<file path="config.mk">
export PLATFORM = sky130hd
export DESIGN_NAME = port_status_bank
export DESIGN_NICKNAME = d
export VERILOG_FILES = /design/src/rtl/port_status_pkg.sv /design/src/rtl/psb_debounce.sv /design/src/rtl/psb_port_slice.sv /design/src/rtl/port_status_bank.sv
export SDC_FILE = /design/constraint.sdc
export NUM_CORES = 1
export LEC_CHECK = 0
export CAP_MARGIN = 20
export CORE_MARGIN = 4
export CORE_UTILIZATION = 57
export DETAILED_ROUTE_END_ITERATION = 8
export DONT_BUFFER_PORTS = 1
export PLACE_DENSITY = 0.73
export SLEW_MARGIN = 15
export SYNTH_ARGS = -nofsm -noshare
export SYNTH_HDL_FRONTEND = slang
export SYNTH_HIERARCHICAL = 1
export SYNTH_SLANG_ARGS = --single-unit
</file>
<file path="constraint.sdc">
create_clock -name clk -period 1.9 [get_ports clk]
set_clock_uncertainty 0.05 [all_clocks]
set_input_delay 0.38 -clock clk [delete_from_list [all_inputs] [get_ports clk]]
set_output_delay 0.38 -clock clk [all_outputs]
set_load 0.01 [all_outputs]
</file>
<file path="src/rtl/port_status_pkg.sv">
package port_status_pkg;

  localparam logic [1:0] ADDR_STATUS = 2'd0;
  localparam logic [1:0] ADDR_CTRL   = 2'd1;
  localparam logic [1:0] ADDR_GLOBAL = 2'd2;

  // control-byte bit positions decoded by the slices
  localparam int CTRL_IE_BIT    = 4;
  localparam int CTRL_FAULT_BIT = 3;
  localparam int CTRL_SBY_BIT   = 2;
  localparam int CTRL_SCR_BIT   = 1;

  typedef struct packed {
    logic [1:0] line_a;
    logic [1:0] line_b;
    logic       child;
    logic       conn;
    logic       rx_ok;
    logic       dis;
  } status_byte_t;

  typedef struct packed {
    logic [2:0] speed;
    logic       irq_en;
    logic       fault;
    logic       sby_fault;
    logic       scr_off;
    logic       zero;
  } ctrl_byte_t;

endpackage

</file>
<file path="src/rtl/psb_debounce.sv">
module psb_debounce #(
  parameter int LIMIT = 1000
) (
  input  logic clk,
  input  logic rst_n,
  input  logic raw_i,
  output logic conn_o
);
  localparam int CW = (LIMIT < 2) ? 1 : $clog2(LIMIT);
  localparam logic [CW-1:0] LAST = CW'(LIMIT - 1);

  logic [CW-1:0] cnt_q, cnt_n;
  logic          conn_q, conn_n;
  logic          cnt_en;

  always_comb begin
    cnt_en = !raw_i || !conn_q;
    cnt_n  = cnt_q;
    conn_n = conn_q;
    if (!raw_i) begin
      cnt_n  = '0;
      conn_n = 1'b0;
    end else if (!conn_q) begin
      if (cnt_q == LAST) conn_n = 1'b1;
      else               cnt_n  = cnt_q + 1'b1;
    end
  end

  always_ff @(posedge clk or negedge rst_n) begin
    if (!rst_n) begin
      cnt_q  <= '0;
      conn_q <= 1'b0;
    end else if (cnt_en) begin
      cnt_q  <= cnt_n;
      conn_q <= conn_n;
    end
  end

  assign conn_o = conn_q;

  assert_conn_needs_raw_R2: assert property (@(posedge clk) disable iff (!rst_n)
    conn_q |-> $past(raw_i));
  assert_drop_clears_R3: assert property (@(posedge clk) disable iff (!rst_n)
    !raw_i |=> !conn_q);

endmodule

</file>
<file path="src/rtl/psb_port_slice.sv">
module psb_port_slice
  import port_status_pkg::*;
(
  input  logic       clk,
  input  logic       rst_n,
  input  logic       bus_reset_i,
  input  logic       wr_status_i,
  input  logic       wr_ctrl_i,
  input  logic [4:0] wdata_i,
  input  logic       conn_i,
  input  logic       rx_ok_i,
  input  logic       fault_evt_i,
  input  logic       sby_err_i,
  input  logic       sby_exit_i,
  input  logic       sby_clr_i,
  output logic       dis_o,
  output logic       irq_en_o,
  output logic       fault_o,
  output logic       sby_o,
  output logic       scr_o,
  output logic       rx_ok_o,
  output logic       event_o
);
  logic dis_q, dis_n;
  logic ie_q, ie_n;
  logic scr_q, scr_n;
  logic fault_q, fault_n;
  logic sby_q, sby_n;
  logic rxq, rx_n;
  logic conn_seen_q;

  always_comb begin
    dis_n   = wr_status_i ? wdata_i[0] : dis_q;
    ie_n    = wr_ctrl_i ? wdata_i[CTRL_IE_BIT] : ie_q;
    scr_n   = wr_ctrl_i ? wdata_i[CTRL_SCR_BIT] : scr_q;
    fault_n = fault_evt_i | (fault_q & ~(wr_ctrl_i & wdata_i[CTRL_FAULT_BIT]));
    sby_n   = sby_err_i | (sby_q & ~(wr_ctrl_i & wdata_i[CTRL_SBY_BIT])
                                 & ~sby_exit_i & ~sby_clr_i & ~bus_reset_i);
    rx_n    = rx_ok_i;
  end

  always_ff @(posedge clk or negedge rst_n) begin
    if (!rst_n) begin
      dis_q       <= 1'b0;
      ie_q        <= 1'b0;
      scr_q       <= 1'b0;
      fault_q     <= 1'b0;
      sby_q       <= 1'b0;
      rxq         <= 1'b0;
      conn_seen_q <= 1'b0;
    end else begin
      if (wr_status_i) dis_q <= dis_n;
      if (wr_ctrl_i) begin
        ie_q  <= ie_n;
        scr_q <= scr_n;
      end
      fault_q     <= fault_n;
      sby_q       <= sby_n;
      rxq         <= rx_n;
      conn_seen_q <= conn_i;
    end
  end

  assign event_o  = ie_q & ((conn_i ^ conn_seen_q) | (rx_ok_i ^ rxq) | (fault_evt_i & ~fault_q));
  assign dis_o    = dis_q;
  assign irq_en_o = ie_q;
  assign fault_o  = fault_q;
  assign sby_o    = sby_q;
  assign scr_o    = scr_q;
  assign rx_ok_o  = rxq;

  assert_fault_sets_R6: assert property (@(posedge clk) disable iff (!rst_n)
    fault_evt_i |=> fault_q);
  assert_sby_sets_R7: assert property (@(posedge clk) disable iff (!rst_n)
    sby_err_i |=> sby_q);
  assert_busrst_keeps_R5: assert property (@(posedge clk) disable iff (!rst_n)
    (bus_reset_i && !wr_status_i && !wr_ctrl_i && !fault_evt_i) |=>
      ($stable(dis_q) && $stable(ie_q) && $stable(fault_q)));
  assert_busrst_ends_sby_R7: assert property (@(posedge clk) disable iff (!rst_n)
    (bus_reset_i && !sby_err_i) |=> !sby_q);

endmodule

</file>
<file path="src/rtl/port_status_bank.sv">
module port_status_bank
  import port_status_pkg::*;
#(
  parameter int NUM_PORTS       = 3,
  parameter int DEBOUNCE_CYCLES = 1000,
  parameter int PSEL_W          = $clog2(NUM_PORTS + 1)
) (
  input  logic                   clk,
  input  logic                   rst_n,
  input  logic                   bus_reset,
  input  logic [PSEL_W-1:0]      reg_sel,
  input  logic [1:0]             reg_addr,
  input  logic                   reg_wr,
  input  logic [7:0]             reg_wdata,
  output logic [7:0]             reg_rdata,
  input  logic [2*NUM_PORTS-1:0] line_a,
  input  logic [2*NUM_PORTS-1:0] line_b,
  input  logic [NUM_PORTS-1:0]   conn_raw,
  input  logic [NUM_PORTS-1:0]   rx_ok,
  input  logic [NUM_PORTS-1:0]   arb_child,
  input  logic [3*NUM_PORTS-1:0] neg_speed,
  input  logic [NUM_PORTS-1:0]   fault_evt,
  input  logic [NUM_PORTS-1:0]   sby_err,
  input  logic [NUM_PORTS-1:0]   sby_exit,
  input  logic [NUM_PORTS-1:0]   sby_clr,
  output logic [NUM_PORTS-1:0]   port_disabled,
  output logic [NUM_PORTS-1:0]   scramble_off,
  output logic                   port_irq
);
  logic [1:0] rst_sync_q;
  logic       rst_sync_n;

  always_ff @(posedge clk or negedge rst_n) begin
    if (!rst_n) rst_sync_q <= 2'b00;
    else        rst_sync_q <= {rst_sync_q[0], 1'b1};
  end
  assign rst_sync_n = rst_sync_q[1];

  logic [NUM_PORTS-1:0] conn, wr_stat, wr_ctrl, ev;
  logic [NUM_PORTS-1:0] ie, fault, sby, rxq;
  status_byte_t stat_b [NUM_PORTS];
  ctrl_byte_t   ctrl_b [NUM_PORTS];
  logic         unused_wdata;

  assign unused_wdata = &{1'b0, reg_wdata[7:5]};

  for (genvar p = 0; p < NUM_PORTS; p++) begin : g_port
    assign wr_stat[p] = reg_wr && (reg_sel == PSEL_W'(p)) && (reg_addr == ADDR_STATUS);
    assign wr_ctrl[p] = reg_wr && (reg_sel == PSEL_W'(p)) && (reg_addr == ADDR_CTRL);

    psb_debounce #(.LIMIT(DEBOUNCE_CYCLES)) i_deb (
      .clk    (clk),
      .rst_n  (rst_sync_n),
      .raw_i  (conn_raw[p]),
      .conn_o (conn[p])
    );

    psb_port_slice i_slice (
      .clk         (clk),
      .rst_n       (rst_sync_n),
      .bus_reset_i (bus_reset),
      .wr_status_i (wr_stat[p]),
      .wr_ctrl_i   (wr_ctrl[p]),
      .wdata_i     (reg_wdata[4:0]),
      .conn_i      (conn[p]),
      .rx_ok_i     (rx_ok[p]),
      .fault_evt_i (fault_evt[p]),
      .sby_err_i   (sby_err[p]),
      .sby_exit_i  (sby_exit[p]),
      .sby_clr_i   (sby_clr[p]),
      .dis_o       (port_disabled[p]),
      .irq_en_o    (ie[p]),
      .fault_o     (fault[p]),
      .sby_o       (sby[p]),
      .scr_o       (scramble_off[p]),
      .rx_ok_o     (rxq[p]),
      .event_o     (ev[p])
    );

    assign stat_b[p] = '{line_a: line_a[2*p +: 2],
                         line_b: line_b[2*p +: 2],
                         child:  arb_child[p] | ~conn[p] | port_disabled[p] | fault[p],
                         conn:   conn[p],
                         rx_ok:  rxq[p],
                         dis:    port_disabled[p]};
    assign ctrl_b[p] = '{speed:     neg_speed[3*p +: 3],
                         irq_en:    ie[p],
                         fault:     fault[p],
                         sby_fault: sby[p],
                         scr_off:   scramble_off[p],
                         zero:      1'b0};
  end

  // sticky port-event interrupt
  logic irq_q, irq_n, irq_en, wr_glob;

  always_comb begin
    wr_glob = reg_wr && (reg_addr == ADDR_GLOBAL);
    irq_en  = wr_glob || (|ev);
    irq_n   = (irq_q & ~(wr_glob & reg_wdata[0])) | (|ev);
  end

  always_ff @(posedge clk or negedge rst_sync_n) begin
    if (!rst_sync_n)  irq_q <= 1'b0;
    else if (irq_en)  irq_q <= irq_n;
  end
  assign port_irq = irq_q;

  always_comb begin
    reg_rdata = '0;
    if (reg_addr == ADDR_GLOBAL) begin
      reg_rdata = {7'b0, irq_q};
    end else begin
      for (int p = 0; p < NUM_PORTS; p++) begin
        if (reg_sel == PSEL_W'(p)) begin
          if (reg_addr == ADDR_STATUS)    reg_rdata = stat_b[p];
          else if (reg_addr == ADDR_CTRL) reg_rdata = ctrl_b[p];
        end
      end
    end
  end

  assert_event_raises_irq_R8: assert property (@(posedge clk) disable iff (!rst_sync_n)
    (|ev) |=> port_irq);
  assert_irq_sticky_R8: assert property (@(posedge clk) disable iff (!rst_sync_n)
    (port_irq && !wr_glob) |=> port_irq);
  assert_oob_reads_zero_R9: assert property (@(posedge clk) disable iff (!rst_sync_n)
    ((32'(reg_sel) >= NUM_PORTS) && (reg_addr != ADDR_GLOBAL)) |-> (reg_rdata == 8'h00));
  assert_oob_write_inert_R9: assert property (@(posedge clk) disable iff (!rst_sync_n)
    (reg_wr && (32'(reg_sel) >= NUM_PORTS) && (reg_addr != ADDR_GLOBAL)) |=>
      ($stable(port_disabled) && $stable(scramble_off)));

endmodule

</file>
# After elaboration in Yosys (flattened, before gate mapping)
# Index checks and enable logic that the tools add are counted.
word_totals:
  out_inout_bits: 15
  regBits: 57
  wordCells: 176
  in_bits: 58
op_classes:
  reduce_logical: 26
  n_eq_ne: 13
  bitwise_logic: 77
  muxes: 28
  add_sub_neg: 3
op_table:
  columns: ["cell", "count"]
  rows:
  - ["$mux W10", 9]
  - ["$mux W8", 10]
  - ["$add A10 B1 Y10 const B", 3]
  - ["$eq A10 B10 Y1 const B", 3]
  - ["$and A1 B1 Y1", 29]
  - ["$or A1 B1 Y1", 22]
  - ["$not A1 Y1", 20]
  - ["$ne A2 B2 Y1 const B", 6]
  - ["$logic_and A1 B1 Y1", 10]
  - ["$mux W1", 9]
  - ["$reduce_and A3 Y1", 3]
  - ["$logic_not A1 Y1", 6]
  - ["$xor A1 B1 Y1", 6]
  - ["$eq A2 B1 Y1 const B", 2]
  - ["$eq A2 B2 Y1 const B", 2]
  - ["$logic_not A2 Y1", 2]
  - ["$logic_or A1 B1 Y1", 4]
  - ["$reduce_or A3 Y1", 1]

# Depth between registers and ports, before layout
# Gate-level depths: netlist (run 1).
depth:
  ltp_word: 13
  mapped_depth: 6
  depth_no_buf: 5

# Hierarchy
# Netlist (run 1), hierarchy kept.
by_module_without_submodules:
  columns: ["module", "cells_per_inst", "seq_area_each_um2", "area_each_um2", "instances"]
  rows:
  - ["psb_debounce", 65, 275.3, 630.6, 3]
  - ["psb_port_slice", 19, 175.2, 272.8, 3]
  - ["port_status_bank", 89, 75.1, 693.2, 1]

# Least setup slack after synthesis (run 1)
# Ideal clock, no wire load.
synth_path:
  path_type: "input to output"
  start: "in reg_sel[0]"
  end: "out reg_rdata[2]"
  required_ns: 1.470
  n_path_buf: 1
  setup_slack_ns: 0.131
  arrival_ns: 1.339
  path_stages: 4
  cell_sequence: "buf_4 nand2b_4 or3_1 a221oi_1"
synth_between:
  elab_chain_cells: 9
  elab_cells_between_ends: 11
  cone_classes: "eq/ne (2); mux (8); reduce/logical (1)"
synth_rtl:
  columns: ["element", "line", "text"]
  rows:
  - ["from (decl)", "port_status_bank.sv:11", "input logic [PSEL_W-1:0] reg_sel,"]
  - ["$logic_not A2 Y1", "port_status_bank.sv:115", "if (reg_sel == PSEL_W'(p)) begin"]
  - ["$mux W8", "port_status_bank.sv:115", null]
  - ["$mux W8", "port_status_bank.sv:117", "else if (reg_addr == ADDR_CTRL) reg_rdata = ctrl_b[p];"]
  - ["$mux W8", "port_status_bank.sv:116", "if (reg_addr == ADDR_STATUS) reg_rdata = stat_b[p];"]
  - ["$mux W8", "port_status_bank.sv:115", null]
  - ["$mux W8", "port_status_bank.sv:117", null]
  - ["$mux W8", "port_status_bank.sv:116", null]
  - ["$mux W8 (*)", "port_status_bank.sv:115", null]
  - ["$mux W8 (*)", "port_status_bank.sv:111", "if (reg_addr == ADDR_GLOBAL) begin"]
  - ["to (decl)", "port_status_bank.sv:15", "output logic [7:0] reg_rdata,"]
# Mark *: on every way between the ends. The rest lies on a longest branch, timed or not.

# Final worst setup path (run 1)
layout_path:
  start: "reg g_port[1].i_deb.conn_q"
  end: "out reg_rdata[2]"
layout_between:
  elab_chain_cells: 6
layout_rtl:
  columns: ["element", "line", "text"]
  rows:
  - ["from (decl)", "psb_debounce.sv:13", "logic conn_q, conn_n;"]
  - ["from (signal assigned)", "psb_debounce.sv:35", "conn_q <= conn_n;"]
  - ["$mux W8 (*)", "port_status_bank.sv:116", null]
  - ["$mux W8 (*)", "port_status_bank.sv:115", null]
  - ["$mux W8", "port_status_bank.sv:117", null]
  - ["$mux W8", "port_status_bank.sv:116", null]
  - ["$mux W8 (*)", "port_status_bank.sv:115", null]
  - ["$mux W8 (*)", "port_status_bank.sv:111", null]
# Marks and branches as above.

==> results.md, run 1 <==
* Placed Cells incl. Taps at 412
* GR met2 Demand/Resource at 0.360
* Unrepaired setup endpoints after global routing: yes
* Max-cap violations at 0
* Pint at 0.00232 W
* Router iterations before antenna repair at 4
* Final ANT Viol Nets at 0
* Max clock buf depth at 2
* Switch Pwr at 0.000938 W
* Syn_nets at 402
* CP Capture Type: output pin
* Grt total ovfl at 0
* Post-Synthesis Mean Instance Area at 9.98 sq um
* Crit path DAT at 1.53 ns
* CTS root buf: clkbuf_8
* Pin count of the biggest net entering global routing at 33
* Die area at 0.00727 sq mm
* CTS Buf Count at 9
* Cell with the most instances after synthesis: dfrtp_1
* Most used DFF post-synth: dfrtp_1
* Final setup vio count at 2
* Die span in x at 85.3 um
* Post-synth EDFFs at 0
* Initial Util at 0.603
* Met3 usage at 0.0602
* Final hold vios at 0
* Pwr/cell area at 853 mW/mm^2
* Multi-input logic area at 0.00191 sq mm
* Clock Latency Late Sink at 0.33 ns
* Post-DP HPWL at 5.53 mm
* YS warnings at 6
* Top cells by count, synth: 57 x dfrtp_1, 27 x nand2_1, 24 x o21ai_0
* Fmax at 510 MHz
* Pwr Total at 0.00326 W
* Post-Synthesis Cells at 341
* Period utilization at 1.03
* Initial DRC count at 156
* Worst setup margin at -0.0603 ns
* GP Congestion at 0.811
* Worst Path Required at 1.47 ns
* TNS Setup at -0.106 ns
* CTS clock-pin slew for the worst setup and hold paths at 0.07 ns
* Max FO, Critical Path at 2
* Ant diodes at 0
* Flip-flop and latch count after synthesis at 57
* Final net count at 416
* CP Launch Type: flop
* Initial antenna violation count at 0
* VDD IR max at 578 uV
* DRC at 0
* Async set or reset register ratio after synthesis at 1.00
* Failing checks: setup timing
* Core box area at 0.00564 sq mm
* Port bufs at 0
* I/O pin cnt at 73
* Routed vias at 2784
* Seq pwr share at 0.466
* Die H at 85.3 um
* CTS tree: yes
* Clock sink count at 57
* Via density at 6.44
* H-tree levels at 3
* Leak at 1.60 nW
* Share of cells above drive strength 1 at 0.169
* Hold Crit Class: in2reg
* Met1 global-route usage at 0.285
* Comb power frac at 0.152
* Post-route insts no fill at 432
* Synth top area share at 0.419
* Reg area at 0.00143 sq mm
* Total wire length at 7.74 mm
* Fillcell total at 459
* Area Growth Syn to Fin at 12.2%
* Vias in the first global route at 2691
* GRT Util Overall at 0.220
* Outcome: complete, but fails checks
* Num rows at 27
* Fin crit period at 1.96 ns
* Mapped cell area at 0.00340 sq mm
* Post-CTS Setup Inserts at 0
* First-pass GRT wire length at 13.0 mm
* Register area share after synthesis at 0.419
* Cell variety after synth at 51
* CP Class: reg2out
* Layout Utilization at 0.677
* Clock power share at 0.382
* Drt wl/cell at 17.9 um
* Global route hottest layer: met2
* Sw Share at 0.288
* Synth top area cells: dfrtp_1 42%, mux2_2 4.3%, o21ai_0 3.5%
* Slew Viols, Final at 0
* Synth area leader: dfrtp_1
[registers in the layout, summed over array words and instances, names as in the netlist]
signal and flops:
g_port.i_slice/scr_o 3, g_port.i_slice/conn_seen_q 3, port_irq 1, g_port.i_slice/irq_en_o 3, g_port.i_slice/sby_o 3, rst_sync_q 2, g_port.i_slice/fault_o 3, g_port.i_deb/cnt_q 30
g_port.i_slice/dis_o 3, g_port.i_deb/conn_o 3, g_port.i_slice/rx_ok_o 3
[timing repair]
item,CTS,global route
endpoints found under the setup margin,3,4
hold buffers,1,3
pin swaps,3,2
resized for setup,8,6
endpoints found under the hold margin,2,3
[critical path, cell delays in order (launching register included)]
cell and delay, ns:
dfrtp_1 0.37, mux2i_1 0.07, or3_1 0.32, a221oi_2 0.27, buf_4 0.16
[cell type report]
cell class,instances,share of cell area
clock inverters,7,0.0249
repair buffers,16,0.0341
flip-flops and latches,57,0.375
clock buffers,9,0.0324
multi-input cells,260,0.500
inverters,11,0.0108
well taps,72,0.0236
[logic make-up (layout without fill, tap and decap cells)]
kind of cell | after synthesis | after routing | share of synthesized area
compound gates | 85 | 85 | 0.158
xor+xnor | 9 | 9 | 0.0232
fa+ha+maj | 3 | 3 | 0.0110
buf+inv | 24 | 43 | 0.0375
flops | 57 | 57 | 0.419
mux | 21 | 21 | 0.0761
other cells | 1 | 1 | 0.00110
simple gates | 141 | 141 | 0.274
[placed cells by master (no fill, tap or decap), drive strengths merged, types with 4 or more instances in the layout]
master / n
nand4: 6
or4: 9
xor2: 9
or3: 11
nand2: 27
inv: 11
buf: 12
dfrtp: 57
nand3: 11
nor4b: 5
a21o: 6
nand4b: 6
a22oi: 4
clkinvlp: 4
nor2b: 11
and4bb: 4
a21oi: 20
nand3b: 6
mux2i: 6
o31ai: 10
dlygate4sd3: 4
a221oi: 4
mux2: 13
nor2: 11
clkbuf: 9
nor3: 10
o21ai: 24
[per-stage QoR]
step	setup WS, ns	cell area [sq um]	hold slack [ns]
global placement	0.121	3500	0.0345
global route	-0.161	3820	0.0682
detailed placement	0.114	3500	0.0345
floorplan	0.131	3400	0.0344
CTS	-0.0626	3750	0.00265
finish	-0.0603	3820	0.0842
[power groups by stage]
stage	sequential [W]	combinational, W	clock [W]
2_1_floorplan	0.00149	0.000422	0
3_3_place_gp	0.00153	0.000447	0
3_5_place_dp	0.00154	0.000465	0
4_1_cts	0.00152	0.000475	0.00127
5_1_grt	0.00154	0.000564	0.00133
6_report	0.00152	0.000495	0.00124
[path summary, 6_finish.rpt]
| path | from | to | slack, ns | depth (start not counted) |
|---|---|---|---|---|
| max | g_port[1].i_deb/conn_o | reg_rdata[2] | -0.06 | 4 |
| min | sby_err[0] | g_port[0].i_slice/sby_o | 0.08 | 1 |
| max reg2reg | g_port[1].i_deb/conn_o | g_port[1].i_deb/cnt_q[8] | 0.28 | 4 |
| min reg2reg | rst_sync_q[1] | g_port[0].i_deb/cnt_q[6] | 0.19 | 1 |
| max in group asynchronous | rst_sync_q[1] | g_port[1].i_deb/cnt_q[3] | 1.26 | 1 |
| min in group asynchronous | rst_sync_q[1] | g_port[0].i_deb/cnt_q[6] | 0.19 | 1 |
[routing by layer]
layer | share of wire | vias up
met3 | 0.066 | 8
met4 | 0.0085 | 0
met1 | 0.44 | 1354
met2 | 0.49 | 81
met5 | 0 | -
li1 | - | 1341
(Power assumes the default switching activity.)
==> inputs of run 2 (changes only) <==
CORE_UTILIZATION = 64   (was 57)
PLACE_DENSITY = 0.78   (was 0.73)
clock period = 2.15 ns   (was 1.9 ns; I/O delays follow)
==> run 2 against run 1 <==
  * The run now ends clean
  * Worst hold slack got worse by 0.020 ns
  * Clock power barely moved
  * Cell count decreased by 2.8%
  * Combinational power fell by 17%
  * First-iteration DRC count grew 7.7%
  * Core utilization is 4.3 points higher
  * Global-route usage up 2.8 points
  * Die area down 9.9%
  * Count of clock-buffer cells in the layout rose by 2
  * Cell area fell by 3.0%
  * Power shrank 8.7%
  * Critical path type unchanged
  * Largest cell class unchanged
==> results.md, run 2 (synthesized netlist as in run 1, its figures left out) <==
* CP Launch Type: flop
* Max FO, Critical Path at 4 (+2)
* Max reg flops at 30 (unchanged)
* Share of cells above drive strength 1 at 0.126 (-0.0437)
* Slew Viols, Final at 0 (unchanged)
* Grt total ovfl at 0 (unchanged)
* VDD IR max at 580 uV (+0.44%)
* Vias in the first global route at 2656 (-1.3%)
* Pin count of the biggest net entering global routing at 56 (+70%)
* Worst slew pin tran at 0.670 ns
* Total wire length at 7.57 mm (-2.2%)
* Routed length on met3 at 539 um (+6.1%)
* Die area at 0.00655 sq mm (-9.9%)
* Initial antenna violation count at 0 (unchanged)
* Period utilization at 0.925
* Worst setup margin at 0.161 ns (+0.221 ns)
* GRT Util Overall at 0.249 (+0.0284)
* First-pass GRT wire length at 12.6 mm (-2.8%)
* Crit. Startpoint: g_port[1].i_slice/dis_o
* Post-CTS Setup Inserts at 0 (unchanged)
* CTS tree: yes
* Crit path largest cell delay at 0.46 ns (+0.09 ns)
* Via density at 6.58 (+2.0%)
* Final net count at 406 (-2.4%)
* Fin crit period at 1.99 ns
* Layout Utilization at 0.721 (+0.0435)
* Register with the most flip-flops: g_port.i_deb/cnt_q
* CTS clock-pin slew for the worst setup and hold paths at 0.07 ns (about the same)
* Setup WS pre-CTS at 0.264 ns (+0.150 ns)
* Fillcell total at 404 (-12%)
* Outcome: finished clean
* Max-cap violations at 0 (unchanged)
* Final ANT Viol Nets at 0 (unchanged)
* Final setup vio count at 0 (-2)
* Core box area at 0.00514 sq mm (-8.9%)
* Reg2reg start: g_port[0].i_deb/conn_o
* CTS root buf: clkbuf_8
* Unrepaired setup endpoints after global routing: no
* Clock Latency Late Sink at 0.34 ns (about the same)
* Hold Crit Class: in2reg
* Clock sink count at 57 (unchanged)
* Die span in x at 80.9 um (-5.1%)
* Crit path DAT at 1.51 ns (-0.02 ns)
* Commonest cells after routing, fill and taps aside: 56 x dfrtp_1, 27 x nand2_1, 24 x o21ai_0
* CP Class: reg2out
* DR WL met2 at 3.62 mm (-3.9%)
* Max clock buf depth at 2 (unchanged)
* Initial Util at 0.662 (+0.0589)
* Final hold vios at 0 (unchanged)
* CTS Buf Count at 9 (unchanged)
* Relative slew slack at 0.548
* Ant diodes at 0 (unchanged)
* GP Congestion at 0.882 (+8.8%)
* Buf/Inv on CP at 0 (-1)
* Drt wl/cell at 18.0 um (+0.61%)
* Leak at 1.56 nW (-2.5%)
* Met1 WL at 3.32 mm (-2.3%)
* TNS Setup at 0 ns (+0.106 ns)
* Slowest-stage cell, CP: dfrtp_1
* Post-DP HPWL at 5.34 mm (-3.3%)
* Beginning of the worst hold path: rx_ok[2]
* Num rows at 26 (-3.7%)
* Die H at 80.9 um (-5.1%)
* Fmax at 503 MHz
* I/O pin cnt at 73 (unchanged)
* Port bufs at 0 (unchanged)
* Critical path's top delay family: flip-flops
* Placed Cells incl. Taps at 403 (-2.2%)
* Worst Path Required at 1.67 ns (+0.20 ns)
* Post-route insts no fill at 420 (-2.8%)
* H-tree levels at 3 (unchanged)
* Min Hold Slack at 0.0647 ns (-0.0195 ns)
* Pwr/cell area at 804 mW/mm^2 (-5.8%)
* Initial DRC count at 168 (+7.7%)
* Routed vias at 2762 (-0.79%)
* Router iterations before antenna repair at 4 (unchanged)
* Top Metal Used: met4
* CP Capture Type: output pin
* Area Growth Syn to Fin at 8.82%
* Critical path, cell by cell: nor4b_1 -> nor3_1 -> o221a_2
* DRC at 0 (unchanged)
* Commonest non-fill, non-tap cell in the layout: dfrtp_1
## run 2: cell count changes in the layout (fill, tap and decap cells not counted), moves of 3 or more
cell | previous run | this run
dfrtp_1 | 53 | 56
dlygate4sd3_1 | 4 | 1
clkinvlp_4 | 4 | 1
dfrtp_2 | 4 | 1
buf_4 | 12 | 5
## run 2: what timing repair did
action                     4_1_cts  5_1_grt
hold buffers                     1        0
hold endpoints to repair         2        0
resized for setup                0        1
setup endpoints to repair        0        1
## run 2: cell type report
cell class / count / area, sq um / area share
Tap cell: 70 / 87.6 / 0.0236
Clock inverter: 5 / 103 / 0.0277
Clock buffer: 11 / 141 / 0.0382
Multi-Input combinational cell: 260 / 1860 / 0.501
Inverter: 11 / 41.3 / 0.0111
Sequential cell: 57 / 1430 / 0.385
Timing Repair Buffer: 6 / 47.5 / 0.0128
## run 2: metrics by stage
step | power, W | area [sq um]
detailed placement | 0.00176 | 3440
global placement | 0.00174 | 3440
global route | 0.00315 | 3700
floorplan | 0.00169 | 3400
CTS | 0.00300 | 3700
finish | 0.00298 | 3700
## run 2: per-layer routing
metal / up-vias / global-route usage
li1: 1306 / -
met1: 1349 / 0.323
met2: 96 / 0.409
met3: 11 / 0.0732
met4: 0 / 0.0642
met5: - / 0
## run 2: worst paths after layout
kind                            slack, ns                          to  depth (start not counted)
min in group asynchronous            0.28               rst_sync_q[0]                          1
worst max-delay path                 0.16                reg_rdata[3]                          3
worst min-delay path                 0.06   g_port[2].i_slice/rx_ok_o                          0
worst max register to register       0.48    g_port[0].i_deb/cnt_q[8]                          4
max in group asynchronous            1.25  g_port[2].i_slice/irq_en_o                          1
worst min register to register       0.31               rst_sync_q[1]                          0
## run 2: power by group
part | switching (W) | leakage, nW | internal [W] | total, W
Combinational | 0.000208 | 0.714 | 0.000200 | 0.000409
Sequential | 0.000157 | 0.726 | 0.00118 | 0.00134
Clock | 0.000431 | 0.120 | 0.000800 | 0.00123
